<file path="src/rtl/hecc_pkg.sv">
package hecc_pkg;

  typedef enum logic [2:0] {
    HST_CLEAN   = 3'd0,
    HST_FIXED   = 3'd1,
    HST_BADCODE = 3'd2,
    HST_ERASED  = 3'd3,
    HST_MULTI   = 3'd4
  } hecc_status_e;

  localparam int CODE_W       = 24;
  localparam int PACK_W       = 28;
  localparam int BIT_IDX_W    = 3;
  localparam int IDX_LSB      = 16;
  localparam int FIX_WEIGHT   = 12;
  localparam int BAD_WEIGHT   = 1;
  localparam logic [PACK_W-1:0] ERASED_WORD = 28'h0FFF0FFF;

endpackage

</file>
<file path="src/rtl/hecc_rst_sync.sv">
module hecc_rst_sync #(
  parameter int STAGES = 2
) (
  input  logic clk,
  input  logic rst_n,
  output logic rst_sn_o
);
  logic [STAGES-1:0] sync_q;

  always_ff @(posedge clk or negedge rst_n) begin
    if (!rst_n) sync_q <= '0;
    else        sync_q <= {sync_q[STAGES-2:0], 1'b1};
  end

  assign rst_sn_o = sync_q[STAGES-1];
endmodule

</file>
<file path="src/rtl/hecc_repack.sv">
module hecc_repack
  import hecc_pkg::*;
(
  input  logic [CODE_W-1:0] code_i,
  output logic [PACK_W-1:0] word_o
);
  // high nibble of byte2 on top, byte1, four zero bits, low nibble of byte2, byte0
  assign word_o = {code_i[23:20], code_i[15:8], 4'b0000, code_i[19:16], code_i[7:0]};
endmodule

</file>
<file path="src/rtl/hecc_popcount.sv">
module hecc_popcount #(
  parameter int W     = 28,
  parameter int OUT_W = $clog2(W + 1)
) (
  input  logic [W-1:0]     vec_i,
  output logic [OUT_W-1:0] ones_o
);
  always_comb begin
    ones_o = '0;
    for (int i = 0; i < W; i++) begin
      ones_o = ones_o + OUT_W'(vec_i[i]);
    end
  end
endmodule

</file>
<file path="src/rtl/hecc_classify.sv">
module hecc_classify
  import hecc_pkg::*;
#(
  parameter int BYTE_W = 9
) (
  input  logic [PACK_W-1:0]    stored_w_i,
  input  logic [PACK_W-1:0]    calc_w_i,
  output hecc_status_e         status_o,
  output logic                 flip_o,
  output logic [BYTE_W-1:0]    byte_o,
  output logic [BIT_IDX_W-1:0] bit_o
);
  localparam int CNT_W = $clog2(PACK_W + 1);

  logic [PACK_W-1:0] syndrome;
  logic [CNT_W-1:0]  weight;
  logic              erased_hit;

  assign syndrome   = stored_w_i ^ calc_w_i;
  assign erased_hit = (stored_w_i == ERASED_WORD) && (calc_w_i == '0);

  hecc_popcount #(.W(PACK_W), .OUT_W(CNT_W)) u_pop (
    .vec_i  (syndrome),
    .ones_o (weight)
  );

  always_comb begin
    status_o = HST_CLEAN;
    flip_o   = 1'b0;
    byte_o   = '0;
    bit_o    = '0;
    if (syndrome == '0) begin
      status_o = HST_CLEAN;
    end else if (weight == CNT_W'(FIX_WEIGHT)) begin
      status_o = HST_FIXED;
      flip_o   = 1'b1;
      bit_o    = syndrome[IDX_LSB +: BIT_IDX_W];
      byte_o   = syndrome[IDX_LSB + BIT_IDX_W +: BYTE_W];
    end else if (weight == CNT_W'(BAD_WEIGHT)) begin
      status_o = HST_BADCODE;
    end else if (erased_hit) begin
      status_o = HST_ERASED;
    end else begin
      status_o = HST_MULTI;
    end
  end
endmodule

</file>
<file path="src/rtl/sector_ecc_check.sv">
module sector_ecc_check
  import hecc_pkg::*;
#(
  parameter int SECTOR_BYTES = 512,
  parameter int SYNC_STAGES  = 2
) (
  input  logic        clk,
  input  logic        rst_n,
  input  logic        start_i,
  input  logic [23:0] stored_code_i,
  input  logic [23:0] calc_code_i,
  output logic        done_o,
  output logic [2:0]  status_o,
  output logic        flip_en_o,
  output logic [8:0]  byte_idx_o,
  output logic [2:0]  bit_idx_o
);
  localparam int BYTE_W = $clog2(SECTOR_BYTES);

  logic rst_sn;
  logic [PACK_W-1:0] words [2];
  logic [CODE_W-1:0] codes [2];

  hecc_status_e        cls_status;
  logic                cls_flip;
  logic [BYTE_W-1:0]   cls_byte;
  logic [BIT_IDX_W-1:0] cls_bit;

  hecc_status_e        status_q, status_d;
  logic                flip_q, flip_d;
  logic [BYTE_W-1:0]   byte_q, byte_d;
  logic [BIT_IDX_W-1:0] bit_q, bit_d;
  logic                done_q, done_d;

  hecc_rst_sync #(.STAGES(SYNC_STAGES)) u_rst (
    .clk      (clk),
    .rst_n    (rst_n),
    .rst_sn_o (rst_sn)
  );

  assign codes[0] = stored_code_i;
  assign codes[1] = calc_code_i;

  for (genvar g = 0; g < 2; g++) begin : g_pack
    hecc_repack u_pack (
      .code_i (codes[g]),
      .word_o (words[g])
    );
  end

  hecc_classify #(.BYTE_W(BYTE_W)) u_cls (
    .stored_w_i (words[0]),
    .calc_w_i   (words[1]),
    .status_o   (cls_status),
    .flip_o     (cls_flip),
    .byte_o     (cls_byte),
    .bit_o      (cls_bit)
  );

  always_comb begin
    status_d = status_q;
    flip_d   = flip_q;
    byte_d   = byte_q;
    bit_d    = bit_q;
    done_d   = 1'b0;
    if (start_i) begin
      status_d = cls_status;
      flip_d   = cls_flip;
      byte_d   = cls_byte;
      bit_d    = cls_bit;
      done_d   = 1'b1;
    end
  end

  always_ff @(posedge clk or negedge rst_sn) begin
    if (!rst_sn) begin
      status_q <= HST_CLEAN;
      flip_q   <= 1'b0;
      byte_q   <= '0;
      bit_q    <= '0;
      done_q   <= 1'b0;
    end else begin
      status_q <= status_d;
      flip_q   <= flip_d;
      byte_q   <= byte_d;
      bit_q    <= bit_d;
      done_q   <= done_d;
    end
  end

  assign done_o     = done_q;
  assign status_o   = status_q;
  assign flip_en_o  = flip_q;
  assign byte_idx_o = 9'(byte_q);
  assign bit_idx_o  = bit_q;
endmodule

</file>
<file path="config.mk">
export PLATFORM = sky130hd
export DESIGN_NAME = sector_ecc_check
export DESIGN_NICKNAME = d
export VERILOG_FILES = /design/src/rtl/hecc_pkg.sv /design/src/rtl/hecc_rst_sync.sv /design/src/rtl/hecc_repack.sv /design/src/rtl/hecc_popcount.sv /design/src/rtl/hecc_classify.sv /design/src/rtl/sector_ecc_check.sv
export SDC_FILE = /design/constraint.sdc
export NUM_CORES = 1
export LEC_CHECK = 0
export BUFFER_PORTS_ARGS = -buffer_cell sky130_fd_sc_hd__buf_2
export CORE_ASPECT_RATIO = 0.75
export CORE_MARGIN = 3
export CORE_UTILIZATION = 53
export DETAILED_ROUTE_END_ITERATION = 10
export MAX_ROUTING_LAYER = met4
export PLACE_DENSITY_LB_ADDON = 0.05
export SLEW_MARGIN = 40
export SYNTH_ARGS = -nofsm -noshare
export SYNTH_HDL_FRONTEND = slang
export SYNTH_SLANG_ARGS = --single-unit
export TNS_END_PERCENT = 100
</file>
<file path="constraint.sdc">
create_clock -name clk -period 1.7 [get_ports clk]
set_input_delay 0.34 -clock clk [delete_from_list [all_inputs] [get_ports clk]]
set_output_delay 0.34 -clock clk [all_outputs]
set_load 0.005 [all_outputs]
</file>
==> impl_metrics.sql, run 1 <==
INSERT INTO impl_metrics (metric_group, metric, value, unit) VALUES
('synthesis', 'synthMostInstantiatedCell', 'sky130_fd_sc_hd__inv_1', ''),
('floorplanning', 'initial_core_util', '0.564', ''),
('run_status', 'outcome', 'did not finish', ''),
('global_route', 'maximum_number_of_pins_on_one_net_before_global_route_repair', '18', ''),
('synthesis', 'syn-cell-area', '1690', 'sq um'),
('synthesis', 'synth_top_family_by_area', 'adder cells', ''),
('clocking', 'clock_tree.buffer_depth', '2', ''),
('floorplanning', 'die_height', '54.9', 'um'),
('placement', 'io_buffers', '67', ''),
('synthesis', 'synthTopCellsByArea', 'sky130_fd_sc_hd__dfrtp_1 28%, sky130_fd_sc_hd__fa_1 20%, sky130_fd_sc_hd__xnor2_1 12%, sky130_fd_sc_hd__o32ai_1 6.7%, sky130_fd_sc_hd__inv_1 6.0%', ''),
('clocking', 'numCtsBuffers', '3', ''),
('synthesis', 'synth_top_flop_cell', 'sky130_fd_sc_hd__dfrtp_1', ''),
('floorplanning', 'io-pin-count', '68', ''),
('floorplanning', 'fp.dieW', '71.2', 'um'),
('clocking', 'htree_num_levels', '1', ''),
('synthesis', 'yosysWarningCount', '0', ''),
('run_status', 'stop_error', '[ERROR GRT-0232] Routing congestion too high. Check the congestion heatmap in the GUI.', ''),
('synthesis', 'synth-async-reset-ratio', '1.00', ''),
('timing', 'worst_endpoint_kind', 'register input', ''),
('run_status', 'haltStage', '5_1_grt', ''),
('floorplanning', 'rows', '17', ''),
('synthesis', 'ys_seq_area_frac', '0.281', ''),
('synthesis', 'syn-mean-instance-area', '10.8', 'sq um'),
('synthesis', 'netlist_instances', '156', ''),
('timing', 'repair-timing-grt-worst-ep', 'bit_idx_o[2]$_DFFE_PN0P_/D', ''),
('synthesis', 'synthMuxAreaShare', '0', ''),
('placement', 'finalWeightedCongestion', '0.887', ''),
('synthesis', 'synth_xor_area_frac', '0.135', ''),
('synthesis', 'synthAdderAreaFrac', '0.253', ''),
('placement', 'dpl_cell_area', '2580', 'sq um'),
('synthesis', 'synth-compound-area-share', '0.116', ''),
('clocking', 'tritoncts_num_sinks', '19', ''),
('clocking', 'root_buffer_master', 'sky130_fd_sc_hd__clkbuf_8', ''),
('synthesis', 'post-synth-top-area-fraction', '0.281', ''),
('global_route', 'grt_overflow_total', '112', ''),
('synthesis', 'post_synthesis_net_count', '231', ''),
('synthesis', 'netlist-cell-type-count', '33', ''),
('placement', 'dp.final_hpwl', '4850', 'um'),
('synthesis', 'ys_seq_elements', '19', ''),
('synthesis', 'synth_common_cells', '27 x sky130_fd_sc_hd__inv_1, 24 x sky130_fd_sc_hd__xnor2_1, 19 x sky130_fd_sc_hd__dfrtp_1, 17 x sky130_fd_sc_hd__fa_1, 13 x sky130_fd_sc_hd__o32ai_1', ''),
('synthesis', 'synth-edff-count', '0', ''),
('synthesis', 'synth_simple_gate_area_share', '0.141', ''),
('synthesis', 'netlist.top_cell.by_area', 'sky130_fd_sc_hd__dfrtp_1', ''),
('global_route', 'global_route_usage_over_all_layers', '0.774', '');
-- layer usage --
| metal | GRT overflow | track usage |
|---|---|---|
| met5 | - | - |
| met3 | 1 | 0.493 |
| met2 | 64 | 1.02 |
| met1 | 1 | 0.692 |
| met4 | 46 | 0.975 |
-- logic make-up after synthesis --
family | Yosys count
AOI/OAI and AO/OA | 22
xor gates and xnor gates | 26
adders and majority gates | 24
buffers and inverters | 30
DFF | 19
other | 1
and+or+nand+nor | 34
-- metrics by stage --
| stage | worst slack, ns | hold slack (ns) | instances |
|---|---|---|---|
| 2_1_floorplan | -3.18 | 0.0444 | 156 |
| 3_3_place_gp | -3.42 | 0.124 | 300 |
| 3_5_place_dp | -3.60 | 0.135 | 300 |
| 4_1_cts | -3.20 | 0.284 | 317 |
-- repair_timing --
item | CTS
cloned | 1
resized for setup | 25
pin swaps | 10
hold endpoints to repair | 2
setup buffers | 11
hold buffers | 1
endpoints found under the setup margin | 16
==> run 2: changes to the inputs <==
Settings changed: CORE_ASPECT_RATIO 0.75 to unset, CORE_UTILIZATION 53 to 38, MAX_ROUTING_LAYER met4 to unset, PLACE_DENSITY_LB_ADDON 0.05 to 0.15.
==> run 2 against run 1 <==
  * The flow now finishes, with violations (negative setup slack)
  * Area after synthesis did not move
  * Synthesized cell count did not move
==> impl_metrics.sql, run 2 <==
INSERT INTO impl_metrics (metric_group, metric, value, unit) VALUES
('synthesis', 'syn-mean-instance-area', '10.8', 'sq um'),
('power', 'report.power.total', '0.00644', 'W'),
('final_layout', 'postLayoutCoreUtil', '0.700', ''),
('placement', 'placement.setup.worst_slack', '-3.52', 'ns'),
('global_route', 'maximum_number_of_pins_on_one_net_before_global_route_repair', '18', ''),
('power', 'powerDensity', '2220', 'nW/um^2'),
('drt', 'total_number_of_vias', '1657', ''),
('placement', 'finalWeightedCongestion', '0.888', ''),
('final_layout', 'area_growth_syn_to_layout', '71.6', '%'),
('synthesis', 'ys_seq_elements', '19', ''),
('power', 'pwr-share-comb', '0.870', ''),
('timing', 'setup_viol', '16', ''),
('timing', 'finalClockSkew', '0.00237', 'ns'),
('drt', 'drtPass1Iterations', '4', ''),
('drt', 'route.detailed.drc', '0', ''),
('critical_path', 'critical_path.max_fanout', '6', ''),
('power', 'internal_power', '0.00349', 'W'),
('timing', 'setup-tns-final', '-49.35', 'ns'),
('timing', 'final-max-slew-violation-count', '0', ''),
('clocking', 'htree_num_levels', '1', ''),
('power', 'irDropWorstVdd', '2.11', 'mV'),
('global_route', 'grt_pass1_vias', '1754', ''),
('clocking', 'clock_tree.buffer_depth', '2', ''),
('clocking', 'worst_setup_hold_path_clk_slew', '0.06', 'ns'),
('timing', 'worst_slew_margin_rel', '0.560', ''),
('timing', 'timing_hold_violations_final', '0', ''),
('timing', 'timing.final.crit_period', '4.85', 'ns'),
('drt', 'post_drt_wl_per_cell', '16.4', 'um'),
('drt', 'drt_first_iter_violations', '44', ''),
('timing', 'transition_at_the_pin_with_the_smallest_max_transition_slack', '0.660', 'ns'),
('placement', 'inst_count_dp', '305', ''),
('clocking', 'cts_tree', 'yes', ''),
('floorplanning', 'rows', '23', ''),
('clocking', 'numCtsBuffers', '3', ''),
('synthesis', 'netlist.top_cell.by_area', 'sky130_fd_sc_hd__dfrtp_1', ''),
('power', 'clockPowerShare', '0.046', ''),
('synthesis', 'netlist_instances', '156', ''),
('final_layout', 'post_layout_nonfiller_instances', '321', ''),
('synthesis', 'synth-async-reset-ratio', '1.00', ''),
('synthesis', 'synth_top_flop_cell', 'sky130_fd_sc_hd__dfrtp_1', ''),
('final_layout', 'largest_register_ffs', '9', ''),
('drt', 'route.antenna.remaining_nets', '0', ''),
('critical_path', 'regToRegStartpoint', 'byte_idx_o[4]', ''),
('power', 'switching_share', '0.458', ''),
('global_route', 'wire_length_of_the_first_global_routing_pass', '8490', 'um'),
('critical_path', 'end_kind', 'flop', ''),
('clocking', 'clock_insertion_delay_worst_skew', '0.25', 'ns'),
('drt', 'detail_route.vias_per_cell', '5.16', ''),
('job', 'maxCapViolCount', '0', ''),
('synthesis', 'synthTopCellsByArea', 'sky130_fd_sc_hd__dfrtp_1 28%, sky130_fd_sc_hd__fa_1 20%, sky130_fd_sc_hd__xnor2_1 12%, sky130_fd_sc_hd__o32ai_1 6.7%, sky130_fd_sc_hd__inv_1 6.0%', ''),
('final_layout', 'most_frequent_cells_in_the_layout', '53 x sky130_fd_sc_hd__buf_2, 47 x sky130_fd_sc_hd__buf_4, 26 x sky130_fd_sc_hd__inv_1, 19 x sky130_fd_sc_hd__dfrtp_1, 17 x sky130_fd_sc_hd__fa_1', ''),
('critical_path', 'worstReg2RegEnd', 'byte_idx_o[4]', ''),
('run_status', 'failed_checks', 'negative setup slack', ''),
('floorplanning', 'die_height', '72.7', 'um'),
('global_route', 'antenna_found_initial', '0', ''),
('critical_path', 'cp_data_required_time', '1.86', 'ns'),
('placement', 'dp.final_hpwl', '4290', 'um'),
('synthesis', 'netlist-cell-type-count', '33', ''),
('synthesis', 'synthMostInstantiatedCell', 'sky130_fd_sc_hd__inv_1', ''),
('final_layout', 'diodes', '0', ''),
('final_layout', 'multi_input_comb_area', '1440', 'sq um'),
('floorplanning', 'core_region_area', '4140', 'sq um'),
('synthesis', 'synth-edff-count', '0', ''),
('critical_path', 'ff2ff_path_depth', '1', ''),
('floorplanning', 'io-pin-count', '68', ''),
('power', 'power_switching', '0.00295', 'W'),
('clocking', 'tritoncts_num_sinks', '19', ''),
('placement', 'io_buffers', '67', ''),
('critical_path', 'cp_data_arrival_time', '5.00', 'ns'),
('global_route', 'grt_overflow_total', '0', ''),
('timing', 'finalWorstSetupSlack', '-3.15', 'ns'),
('critical_path', 'setup.worst_path.end', 'bit_idx_o[2]', ''),
('timing', 'min_period_over_period', '2.85', ''),
('timing', 'rsz_0062_raised_after_global_routing', 'yes', ''),
('global_route', 'global_route_usage_over_all_layers', '0.209', ''),
('final_layout', 'fillers', '320', ''),
('floorplanning', 'initial_core_util', '0.408', ''),
('critical_path', 'startpoint_type', 'input pin', ''),
('synthesis', 'synth_common_cells', '27 x sky130_fd_sc_hd__inv_1, 24 x sky130_fd_sc_hd__xnor2_1, 19 x sky130_fd_sc_hd__dfrtp_1, 17 x sky130_fd_sc_hd__fa_1, 13 x sky130_fd_sc_hd__o32ai_1', ''),
('final_layout', 'final_layout_size_suffix_gt1_frac', '0.572', ''),
('run_status', 'outcome', 'finished, violations left', ''),
('critical_path', 'crit_start', 'calc_code_i[15]', ''),
('final_layout', 'finalNetCount', '347', ''),
('critical_path', 'reg2reg_slack', '0.97', 'ns'),
('synthesis', 'syn-cell-area', '1690', 'sq um'),
('worst_hold_path', 'worst_hold_path_type', 'reg2async', ''),
('synthesis', 'post_synthesis_net_count', '231', ''),
('floorplanning', 'fp.dieW', '72.7', 'um'),
('final_layout', 'seqCellArea', '475', 'sq um'),
('timing', 'fmaxAchievable', '0.206', 'GHz'),
('floorplanning', 'floorplan.die_area', '5290', 'sq um'),
('drt', 'routed_wl', '5250', 'um'),
('clocking', 'root_buffer_master', 'sky130_fd_sc_hd__clkbuf_8', ''),
('power', 'sequentialPowerShare', '0.084', ''),
('synthesis', 'yosysWarningCount', '0', ''),
('synthesis', 'ys_seq_area_frac', '0.281', ''),
('synthesis', 'post-synth-top-area-fraction', '0.281', ''),
('power', 'leakage_power_total', '1.36', 'nW'),
('critical_path', 'criticalPathCategory', 'in2reg', ''),
('final_layout', 'layout.cells.most_common', 'sky130_fd_sc_hd__buf_2', '');
## run 2: cell counts after synthesis
Identical to the previous run, type by type.
## run 2: how the worst min path moves through the flow
stage / startpoint / to / slack (ns) / cells past startpoint
floorplan: rst_n / u_rst.sync_q[0] / 0.04 / 0
global placement: rst_n / u_rst.sync_q[1] / 0.13 / 1
detailed placement: rst_n / u_rst.sync_q[0] / 0.13 / 1
CTS: u_rst.sync_q[1] / done_o / 0.29 / 0
global route: u_rst.sync_q[1] / done_o / 0.33 / 0
finish: u_rst.sync_q[1] / byte_idx_o[6] / 0.27 / 0
## run 2: timing repair
action                                  CTS  global route
resized for setup                        20            29
pin swaps                                14            13
endpoints found under the setup margin   16            16
hold buffers                              1             0
setup buffers                             7             5
endpoints found under the hold margin     2             0
gates cloned                              1             0
## run 2: cell type report
type / instances / share of cell area
Inverter: 27 / 0.0349
Timing Repair Buffer: 113 / 0.269
Clock buffer: 4 / 0.0155
Multi-Input combinational cell: 108 / 0.496
Sequential cell: 19 / 0.164
Tap cell: 50 / 0.0216
## run 2: stage by stage
step | hold slack [ns] | cell area [sq um]
floorplan | 0.0444 | 1900
global placement | 0.125 | 2540
detailed placement | 0.130 | 2540
CTS | 0.293 | 2760
global route | 0.331 | 2900
finish | 0.273 | 2900
## run 2: critical path, stage by stage
cell and delay [ns]:
sky130_fd_sc_hd__buf_2 0.12, sky130_fd_sc_hd__xnor2_2 0.21, sky130_fd_sc_hd__fa_1 0.46, sky130_fd_sc_hd__fa_1 0.51, sky130_fd_sc_hd__fa_1 0.44, sky130_fd_sc_hd__fa_1 0.56, sky130_fd_sc_hd__fa_1 0.40, sky130_fd_sc_hd__inv_1 0.06
sky130_fd_sc_hd__ha_2 0.18, sky130_fd_sc_hd__inv_2 0.04, sky130_fd_sc_hd__fa_1 0.48, sky130_fd_sc_hd__nand2b_1 0.07, sky130_fd_sc_hd__or4_4 0.55, sky130_fd_sc_hd__or2_4 0.30, sky130_fd_sc_hd__o32ai_2 0.25
## run 2: per-layer routing
layer / part of all wire / up-vias / GRT usage
met5: 0 / - / 0
met1: 0.41 / 816 / 0.269
li1: - / 779 / -
met2: 0.53 / 52 / 0.374
met3: 0.043 / 10 / 0.0138
met4: 0.020 / 0 / 0.0656
## run 2: power groups by stage
stage / clock (W) / sequential (W) / combinational, W
CTS: 0.000309 / 0.000709 / 0.00551
global placement: 0 / 0.000546 / 0.00391
global route: 0.000333 / 0.000545 / 0.00625
detailed placement: 0 / 0.000548 / 0.00405
floorplan: 0 / 0.000549 / 0.00294
finish: 0.000294 / 0.000541 / 0.00561
## run 2: cells by family after synthesis
logic type,count (synthesis),share of synthesized area
AO/OA/AOI/OAI,22,0.116
XOR/XNOR,26,0.135
adder cells (fa/ha/maj),24,0.253
buffers and inverters,30,0.0717
flip-flops,19,0.281
other,1,0.00222
AND/OR/NAND/NOR,34,0.141
(Power assumes the default switching activity.)
==> run 3: changes to the inputs <==
Clock period 1.7 ns to 4 ns, I/O delays scaled along.
==> run 3 against run 2 <==
  * The flow still finishes with violations (negative setup slack)
  * Global-route usage shrank 0.78 points
  * Sequential share of layout area grew 0.75 points
  * Critical path depth is the same
  * Sequential power shrank 58%
  * Routed wire length shrank 5.2%
  * Non-clock buffer count shrank 7
  * Core utilization shrank 3.1 points
  * Flip-flop and latch count is the same
  * Critical endpoint is now byte_idx_o[8]
  * Largest power group unchanged
  * Highest routed layer unchanged
==> impl_metrics.sql, run 3 (synthesis results as in run 2) <==
INSERT INTO impl_metrics (metric_group, metric, value, unit) VALUES
('final_layout', 'most_frequent_cells_in_the_layout', '54 x sky130_fd_sc_hd__buf_2, 40 x sky130_fd_sc_hd__buf_4, 26 x sky130_fd_sc_hd__inv_1, 19 x sky130_fd_sc_hd__dfrtp_1, 17 x sky130_fd_sc_hd__fa_1', ''),
('final_layout', 'post_layout_nonfiller_instances', '314', ''),
('clocking', 'root_buffer_master', 'sky130_fd_sc_hd__clkbuf_8', ''),
('critical_path', 'end_kind', 'flop', ''),
('clocking', 'numCtsBuffers', '3', ''),
('critical_path', 'reg2reg_slack', '3.27', 'ns'),
('drt', 'drt_first_iter_violations', '55', ''),
('drt', 'post_drt_wl_per_cell', '15.9', 'um'),
('timing', 'fmaxAchievable', '0.189', 'GHz'),
('clocking', 'worst_setup_hold_path_clk_slew', '0.07', 'ns'),
('drt', 'route.antenna.remaining_nets', '0', ''),
('floorplanning', 'core_region_area', '4140', 'sq um'),
('timing', 'min_period_over_period', '1.33', ''),
('clocking', 'cts_tree', 'yes', ''),
('final_layout', 'largest_register_ffs', '9', ''),
('timing', 'rsz_0062_raised_after_global_routing', 'yes', ''),
('timing', 'worst_slew_margin_rel', '0.488', ''),
('final_layout', 'seqCellArea', '475', 'sq um'),
('timing', 'final-max-slew-violation-count', '0', ''),
('final_layout', 'multi_input_comb_area', '1380', 'sq um'),
('final_layout', 'finalNetCount', '340', ''),
('power', 'leakage_power_total', '1.30', 'nW'),
('critical_path', 'cp_data_required_time', '4.17', 'ns'),
('drt', 'route.detailed.drc', '0', ''),
('floorplanning', 'die_height', '72.7', 'um'),
('clocking', 'tritoncts_num_sinks', '19', ''),
('placement', 'dp.final_hpwl', '3950', 'um'),
('global_route', 'wire_length_of_the_first_global_routing_pass', '8200', 'um'),
('critical_path', 'startpoint_type', 'input pin', ''),
('job', 'maxCapViolCount', '0', ''),
('timing', 'finalClockSkew', '0.00366', 'ns'),
('drt', 'total_number_of_vias', '1597', ''),
('drt', 'routed_wl', '4980', 'um'),
('final_layout', 'final_layout_size_suffix_gt1_frac', '0.549', ''),
('critical_path', 'critical_path.max_fanout', '6', ''),
('critical_path', 'criticalPathCategory', 'in2reg', ''),
('worst_hold_path', 'worst_hold_path_type', 'reg2async', ''),
('floorplanning', 'fp.dieW', '72.7', 'um'),
('run_status', 'failed_checks', 'negative setup slack', ''),
('timing', 'transition_at_the_pin_with_the_smallest_max_transition_slack', '0.762', 'ns'),
('drt', 'drtPass1Iterations', '4', ''),
('critical_path', 'cp_data_arrival_time', '5.47', 'ns'),
('final_layout', 'layout.cells.most_common', 'sky130_fd_sc_hd__buf_2', ''),
('final_layout', 'postLayoutCoreUtil', '0.670', ''),
('timing', 'finalWorstSetupSlack', '-1.30', 'ns'),
('run_status', 'outcome', 'finished, violations left', ''),
('power', 'irDropWorstVdd', '1.12', 'mV'),
('global_route', 'grt_overflow_total', '0', ''),
('final_layout', 'diodes', '0', ''),
('placement', 'dpl_cell_area', '2470', 'sq um'),
('global_route', 'antenna_found_initial', '0', ''),
('placement', 'finalWeightedCongestion', '0.883', ''),
('final_layout', 'finish.instance_area', '2780', 'sq um'),
('global_route', 'grt_pass1_vias', '1733', ''),
('placement', 'io_buffers', '67', ''),
('clocking', 'htree_num_levels', '1', ''),
('floorplanning', 'floorplan.die_area', '5290', 'sq um'),
('timing', 'setup_viol', '16', ''),
('final_layout', 'area_growth_syn_to_layout', '64.1', '%'),
('timing', 'final.hold.worst_slack', '0.268', 'ns'),
('clocking', 'clock_insertion_delay_worst_skew', '0.26', 'ns'),
('floorplanning', 'io-pin-count', '68', ''),
('global_route', 'global_route_usage_over_all_layers', '0.201', ''),
('floorplanning', 'rows', '23', ''),
('timing', 'timing.final.crit_period', '5.30', 'ns'),
('placement', 'inst_count_dp', '297', ''),
('clocking', 'clock_tree.buffer_depth', '2', ''),
('power', 'powerDensity', '971', 'nW/um^2'),
('global_route', 'maximum_number_of_pins_on_one_net_before_global_route_repair', '18', ''),
('final_layout', 'fillers', '339', ''),
('floorplanning', 'initial_core_util', '0.408', ''),
('drt', 'detail_route.vias_per_cell', '5.09', ''),
('timing', 'timing_hold_violations_final', '0', '');
## run 3: cell count changes in the layout (fill, tap and decap cells not counted), sizes merged
cell	delta
buf	-6
clkbuf	-1
clkinv	+1
dlygate4sd3	-1
## run 3: through the flow
stage	TNS [ns]	total power, W	setup slack, ns
after global placement	-24.89	0.00188	-1.61
after detailed placement	-25.27	0.00193	-1.67
after CTS	-19.73	0.00261	-1.29
after floorplan	-20.09	0.00148	-1.34
final	-19.54	0.00270	-1.30
after global routing	-21.85	0.00299	-1.43
## run 3: report_power, final
part	internal (W)	switching [W]
logic	0.00122	0.00111
registers	0.000219	0.0000101
clock network	0.0000693	0.0000628
## run 3: area by class of cell
type	instances	area share
clock buffers	3	0.0149
inverters	27	0.0365
repair buffers	106	0.256
well taps	50	0.0225
clock inverters	1	0.00180
multi-input cells	108	0.497
flip-flops and latches	19	0.171
## run 3: timing repair
action / 4_1_cts / 5_1_grt
endpoints found under the setup margin: 16 / 16
buffers inserted: 11 / 0
pin swaps: 8 / 3
cloned: 1 / 0
hold buffers: 0 / 0
resized for setup: 28 / 4
## run 3: final timing paths
| path | startpoint | to | cells after the start |
|---|---|---|---|
| worst max register to register | byte_idx_o[4] | byte_idx_o[4] | 1 |
| min in group clk | u_rst.sync_q[0] | u_rst.sync_q[1] | 0 |
| worst max-delay path | stored_code_i[13] | byte_idx_o[8] | 15 |
| max in group asynchronous | u_rst.sync_q[1] | byte_idx_o[2] | 0 |
| worst min register to register | u_rst.sync_q[1] | bit_idx_o[0] | 0 |
| worst min-delay path | u_rst.sync_q[1] | bit_idx_o[0] | 0 |
## run 3: metal layers
layer / part of all wire / global-route usage / up-vias
li1: - / - / 766
met2: 0.51 / 0.342 / 41
met3: 0.050 / 0.0179 / 7
met5: 0 / 0 / -
met1: 0.42 / 0.268 / 783
met4: 0.018 / 0.0738 / 0
## run 3: critical path: stages
cell and delay (ns):
sky130_fd_sc_hd__buf_8 0.10, sky130_fd_sc_hd__xnor2_4 0.15, sky130_fd_sc_hd__fa_1 0.56, sky130_fd_sc_hd__fa_1 0.43, sky130_fd_sc_hd__fa_1 0.48, sky130_fd_sc_hd__fa_1 0.56
sky130_fd_sc_hd__fa_1 0.41, sky130_fd_sc_hd__inv_1 0.07, sky130_fd_sc_hd__ha_2 0.18, sky130_fd_sc_hd__inv_2 0.04, sky130_fd_sc_hd__fa_1 0.48, sky130_fd_sc_hd__nand2b_1 0.07
sky130_fd_sc_hd__or4_4 0.56, sky130_fd_sc_hd__or2_4 0.30, sky130_fd_sc_hd__o32ai_4 0.28
